## src/rtl/vlen_pkg.sv

```systemverilog
package vlen_pkg;
  localparam int HW_W     = 16;
  localparam int WIN_HW   = 8;
  localparam int SLOTS    = 2;
  localparam int TAG_W    = 2;
  localparam int OP_W     = 20;
  localparam int OP16_W   = 5;
  localparam int OP32_W   = 10;
  localparam logic [TAG_W-1:0] CONT_TAG = 2'b10;

  localparam int WIN_BITS = HW_W * WIN_HW;
  localparam int OFF_W    = $clog2(WIN_HW);
  localparam int CNT_W    = $clog2(WIN_HW + 1);
  localparam int SUM_W    = $clog2(WIN_HW * SLOTS + 1);
  localparam int LOW_W    = HW_W - TAG_W;
  localparam int HIGH_W   = OP_W - LOW_W;

  typedef struct packed {
    logic [SLOTS-1:0]            emit;
    logic [SLOTS-1:0][OFF_W-1:0] start;
    logic [SLOTS-1:0][TAG_W-1:0] size;
    logic [SLOTS-1:0]            bad;
    logic                        stall;
    logic [CNT_W-1:0]            used;
  } lenCtl_t;

  function automatic logic [HW_W-1:0] hwAt(input logic [WIN_BITS-1:0] w,
                                           input logic [SUM_W-1:0] idx);
    logic [HW_W-1:0] r;
    r = '0;
    for (int i = 0; i < WIN_HW; i++) begin
      if (idx == SUM_W'(i)) r = w[i*HW_W +: HW_W];
    end
    return r;
  endfunction

  function automatic logic [SUM_W-1:0] tagSpan(input logic [TAG_W-1:0] tag);
    return SUM_W'(1) << tag;
  endfunction
endpackage

```

## src/rtl/vlen_ctrl.sv

```systemverilog
module vlen_ctrl
  import vlen_pkg::*;
(
  input  logic [WIN_BITS-1:0] winData,
  input  logic [CNT_W-1:0]    winCount,
  output lenCtl_t             ctl
);
  always_comb begin
    logic [SUM_W-1:0] avail;
    logic [SUM_W-1:0] pos;
    logic [SUM_W-1:0] span;
    logic [HW_W-1:0]  head;
    logic [HW_W-1:0]  tail;
    logic [TAG_W-1:0] tag;
    logic             alive;
    logic             inRange;
    logic             fits;
    logic             bad;

    avail   = (winCount > CNT_W'(WIN_HW)) ? SUM_W'(WIN_HW) : SUM_W'(winCount);
    ctl     = '0;
    pos     = '0;
    alive   = 1'b1;
    head    = '0;
    tail    = '0;
    tag     = '0;
    span    = '0;
    inRange = 1'b0;
    fits    = 1'b0;
    bad     = 1'b0;

    for (int s = 0; s < SLOTS; s++) begin
      head    = hwAt(winData, pos);
      tag     = head[TAG_W-1:0];
      span    = tagSpan(tag);
      inRange = alive && (pos < avail);
      fits    = (pos + span) <= avail;
      bad     = 1'b0;
      if (inRange && fits) begin
        for (int k = 1; k < WIN_HW; k++) begin
          tail = hwAt(winData, pos + SUM_W'(k));
          if ((SUM_W'(k) < span) && (tail[TAG_W-1:0] != CONT_TAG)) bad = 1'b1;
        end
        ctl.emit[s]  = 1'b1;
        ctl.start[s] = pos[OFF_W-1:0];
        ctl.size[s]  = tag;
        ctl.bad[s]   = bad;
        pos          = pos + span;
      end else begin
        if (inRange) ctl.stall = 1'b1;
        alive = 1'b0;
      end
    end
    ctl.used = pos[CNT_W-1:0];
  end
endmodule

```

## src/rtl/vlen_dpath.sv

```systemverilog
module vlen_dpath
  import vlen_pkg::*;
(
  input  logic                     clk,
  input  logic                     rstN,
  input  logic [WIN_BITS-1:0]      winData,
  input  lenCtl_t                  ctl,
  output logic [SLOTS-1:0]         validQ,
  output logic [SLOTS*TAG_W-1:0]   sizeQ,
  output logic [SLOTS*OFF_W-1:0]   offsetQ,
  output logic [SLOTS*OP_W-1:0]    opcodeQ,
  output logic [SLOTS-1:0]         errorQ,
  output logic [CNT_W-1:0]         usedQ,
  output logic                     stallQ
);
  logic [SLOTS-1:0][OP_W-1:0] opcNext;

  for (genvar s = 0; s < SLOTS; s++) begin : g_slot
    logic [HW_W-1:0] firstHw;
    logic [HW_W-1:0] secondHw;
    logic [OP_W-1:0] opc;

    assign firstHw  = hwAt(winData, SUM_W'(ctl.start[s]));
    assign secondHw = hwAt(winData, SUM_W'(ctl.start[s]) + SUM_W'(1));

    always_comb begin
      case (ctl.size[s])
        2'b00:   opc = OP_W'(firstHw[TAG_W +: OP16_W]);
        2'b01:   opc = OP_W'(firstHw[TAG_W +: OP32_W]);
        default: opc = {secondHw[TAG_W +: HIGH_W], firstHw[HW_W-1:TAG_W]};
      endcase
    end

    assign opcNext[s] = opc;
  end

  always_ff @(posedge clk or negedge rstN) begin
    if (!rstN) begin
      validQ  <= '0;
      sizeQ   <= '0;
      offsetQ <= '0;
      opcodeQ <= '0;
      errorQ  <= '0;
      usedQ   <= '0;
      stallQ  <= 1'b0;
    end else begin
      for (int s = 0; s < SLOTS; s++) begin
        validQ[s]                 <= ctl.emit[s];
        sizeQ[s*TAG_W +: TAG_W]   <= ctl.emit[s] ? ctl.size[s]  : '0;
        offsetQ[s*OFF_W +: OFF_W] <= ctl.emit[s] ? ctl.start[s] : '0;
        opcodeQ[s*OP_W +: OP_W]   <= ctl.emit[s] ? opcNext[s]   : '0;
        errorQ[s]                 <= ctl.emit[s] & ctl.bad[s];
      end
      usedQ  <= ctl.used;
      stallQ <= ctl.stall;
    end
  end
endmodule

```

## src/rtl/vlen_decoder.sv

```systemverilog
module vlen_decoder
  import vlen_pkg::*;
(
  input  logic                   clk,
  input  logic                   rstN,
  input  logic [WIN_BITS-1:0]    winData,
  input  logic [CNT_W-1:0]       winCount,
  output logic [SLOTS-1:0]       outValid,
  output logic [SLOTS*TAG_W-1:0] outSize,
  output logic [SLOTS*OFF_W-1:0] outOffset,
  output logic [SLOTS*OP_W-1:0]  outOpcode,
  output logic [SLOTS-1:0]       outError,
  output logic [CNT_W-1:0]       outConsumed,
  output logic                   outStall
);
  lenCtl_t ctl;

  vlen_ctrl ctrl_i (
    .winData (winData),
    .winCount(winCount),
    .ctl     (ctl)
  );

  vlen_dpath dpath_i (
    .clk    (clk),
    .rstN   (rstN),
    .winData(winData),
    .ctl    (ctl),
    .validQ (outValid),
    .sizeQ  (outSize),
    .offsetQ(outOffset),
    .opcodeQ(outOpcode),
    .errorQ (outError),
    .usedQ  (outConsumed),
    .stallQ (outStall)
  );
endmodule

```

## config.mk

```make
export PLATFORM = sky130hd
export DESIGN_NAME = vlen_decoder
export DESIGN_NICKNAME = d
export VERILOG_FILES = /design/src/rtl/vlen_pkg.sv /design/src/rtl/vlen_ctrl.sv /design/src/rtl/vlen_dpath.sv /design/src/rtl/vlen_decoder.sv
export SDC_FILE = /design/constraint.sdc
export NUM_CORES = 1
export LEC_CHECK = 0
export CORE_MARGIN = 3
export CORE_UTILIZATION = 40
export DETAILED_ROUTE_END_ITERATION = 10
export GPL_ROUTABILITY_DRIVEN = 0
export MAX_ROUTING_LAYER = met4
export PLACE_DENSITY = 0.82
export RECOVER_POWER = 100
export SYNTH_ARGS = -nofsm -noshare
export SYNTH_HDL_FRONTEND = slang
export SYNTH_SLANG_ARGS = --single-unit
```

## constraint.sdc

```tcl
create_clock -name clk -period 0.8 [get_ports clk]
set_input_delay 0.08 -clock clk [delete_from_list [all_inputs] [get_ports clk]]
set_output_delay 0.08 -clock clk [all_outputs]
set_load 0.005 [all_outputs]
```

==> metrics.cfg <==
[global_route]
use_met2_pct=55.3
grt_pass1_vias=5084
met3_usage_pct=4.84
grtUsageMet1_pct=40.5
grt-ovfl-total=0
top_usage_layer=met2
grt.total_usage_pct=34.0
grt_antenna_before_repair=0
grt_max_degree=57
grt_pass1_wl_um=26400

[power_and_ir_drop]
p_total_mw=12.4
power_leakage_nw=3.29
p_comb_share_pct=58.9
p_clk_share_pct=13.6
intPower_mw=7.60
ir_drop_mv=0.968
power_density_nw_per_um2=1810
p_seq_share_pct=27.5
p_switching_mw=4.77
p_sw_share_pct=38.6

[floorplanning]
die_w_um=101
initial_core_util_pct=41.3
die_area_um2=10200
io_pins=193
rows=34
die_h_um=101
core_um2=8760

[logic_synthesis]
netlist_area_um2=3620
yosys_warnings=0
synthTopCellsByArea=dfrtp_1 (39%), ha_1 (7.3%), nand2_1 (4.4%)
synthTopCellsByCount=dfrtp_1 (56), nand2_1 (42), a21oi_1 (21), and3_1 (21), ha_1 (21)
synth.most_common_cell=dfrtp_1
syn_inst=392
ys.flop_type=dfrtp_1
async_reset_ff_share_pct=100
synth_cell_type_count=54
synth-edff-count=0
synth_top_area_share_pct=38.8
ys_seq_elements=56
synth_area_per_cell_um2=9.22
yosysTopAreaCell=dfrtp_1
seq_area_frac_synth_pct=38.8

[setup_path]
path_class=in2reg
arrival_ns=4.76
required_ns=1.02
end_kind=flop
crit_path_max_fanout=9
critPathLaunchType=input pin

[clock_tree]
cts_max_level=2
cts.sinks=56
clk_path_buf_depth=2
cts_buffers=5
clk_pin_slew_ns=0.11
cts_root_buf=clkbuf_8
tritoncts=yes

[outcome]
status=finished with violations
failed_checks=negative setup slack

[timing]
fin_hold_ws_ns=0.133
period_minus_slack_ns=4.55
maxSlewHeadroom_pct=40.5
tightest_slew_ns=0.892
rsz0062_at_grt=yes
finalMaxSlewViolations=0
finalHoldViolations=0
finalWorstSetupSlack_ns=-3.75
min_period_over_period_pct=568
max_freq_ghz=0.220
setup_viol=112

[route]
dr.pass1.iters=5
drt-total-wl_um=18900
routedWlPerCell_um=23.5
routed-via-count=5051
drcViolationCount=0
first_iter_violations=585
ant_nets=0
via_per_inst=6.28

[layout]
diodes=0
nFillCells=501
area_delta_synth_final_pct=89.4
layout-drive-gt1-share_pct=42.7
fin_nets=851

[place]
io_buffers=173
hpwl_um=11500

[worst_hold_path]
min_path_type=in2reg

[run]
drv_cap=0

-- placed cells by master (no fill, tap or decap), types with 5 or more instances in the layout --
master | netlist | layout
a211o_1 | 9 | 9
a21oi_1 | 21 | 10
a21oi_2 | 1 | 10
a221o_1 | 9 | 9
a221oi_2 | 0 | 10
a31oi_1 | 11 | 11
and2_1 | 10 | 8
and3_1 | 21 | 18
buf_2 | 4 | 60
buf_4 | 5 | 122
buf_6 | 2 | 17
clkbuf_8 | 0 | 5
clkdlybuf4s50_1 | 0 | 110
conb_1 | 1 | 5
dfrtp_1 | 56 | 56
ha_1 | 21 | 14
ha_4 | 0 | 6
inv_1 | 15 | 8
mux2i_1 | 5 | 5
nand2_1 | 42 | 36
nand2b_1 | 14 | 13
nand3_1 | 8 | 6
nor2_1 | 14 | 10
nor3_1 | 12 | 12
o21ai_1 | 0 | 7
o22ai_1 | 14 | 12
o311ai_0 | 9 | 6
-- cells by family (layout without fill, tap and decap cells) --
family / after synthesis / in the layout / share of synthesized area, %
XOR/XNOR: 2 / 2 / 0.485
multiplexers: 5 / 5 / 1.38
flip-flops: 56 / 56 / 38.8
other: 1 / 5 / 0.104
adder cells (fa/ha/maj): 22 / 22 / 7.82
AO/OA/AOI/OAI: 123 / 123 / 25.3
buffers and inverters: 45 / 345 / 5.99
AND/OR/NAND/NOR: 138 / 138 / 20.1
-- worst max-delay path: stages --
cell	delay, ns
dlygate4sd2_1	0.26
nand2_2	0.10
ha_4	0.30
nand3_4	0.09
o221ai_4	0.22
a21o_4	0.18
inv_4	0.05
a32o_2	0.26
a221oi_4	0.25
nor2b_4	0.25
ha_4	0.21
a21o_1	0.17
a21oi_2	0.16
xnor2_2	0.11
ha_1	0.37
and2_4	0.18
o21ai_2	0.05
a32o_2	0.25
and3_4	0.17
nand2_4	0.13
inv_6	0.05
nand2_4	0.09
ha_4	0.18
clkinv_8	0.09
a221oi_2	0.26
a21o_1	0.16
a21oi_2	0.07
-- sequential cells by signal, summed over array words and instances (netlist names) --
name             cells
dpath_i.offsetQ      3
dpath_i.sizeQ        4
dpath_i.validQ       2
dpath_i.stallQ       1
dpath_i.errorQ       2
dpath_i.opcodeQ     40
dpath_i.usedQ        4
-- final cells by class --
class | instances | area, um^2 | area share, %
clock buffers | 5 | 68.8 | 1.00
clock inverters | 3 | 22.5 | 0.329
inverters | 19 | 109 | 1.59
multi-input cells | 295 | 2450 | 35.8
flip-flops and latches | 56 | 1400 | 20.5
well taps | 108 | 135 | 1.97
repair buffers | 318 | 2660 | 38.8
-- layer usage --
layer,wire length (um),share of wire (%)
met5,0,0
met4,1430,7.6
met3,1870,9.9
met2,8800,47
met1,6760,36
-- power by group through the flow --
stage	registers, mW	logic, mW	clock network [mW]
finish	3.40	7.28	1.68
global route	3.44	7.62	1.80
CTS	3.41	6.25	1.65
detailed placement	3.48	5.48	0
global placement	3.47	5.30	0
floorplan	3.51	2.46	0
-- metrics by stage --
step           setup slack, ns  util, %  std cells  setup TNS (ns)  area [um^2]
6_report                 -3.75     78.1        804         -135.13         6850
5_1_grt                  -3.87     78.1        804         -140.38         6850
4_1_cts                  -3.50     76.2        801         -124.75         6680
3_5_place_dp             -4.33     70.9        747         -170.01         6210
3_3_place_gp             -4.08     70.9        747         -160.20         6210
2_1_floorplan            -3.95        -        396         -139.03         3840
-- path summary, 6_finish.rpt --
path                        startpoint                   to  slack, ns  cells past startpoint
min in group asynchronous         rstN  dpath_i.opcodeQ[24]       0.34                      3
min                         winData[1]     dpath_i.sizeQ[1]       0.13                      4
max in group asynchronous         rstN  dpath_i.opcodeQ[22]       0.10                      3
max                        winCount[1]  dpath_i.opcodeQ[35]      -3.75                     27
-- repair_timing --
| item | 4_1_cts | 5_1_grt |
|---|---|---|
| setup buffers | 48 | 8 |
| hold endpoints to repair | 56 | 0 |
| cloned | 3 | 0 |
| pin swaps | 53 | 34 |
| gates resized for setup | 317 | 42 |
| endpoints found under the setup margin | 112 | 112 |
| hold buffers | 1 | 0 |
Power figures use the tool's default switching activity.
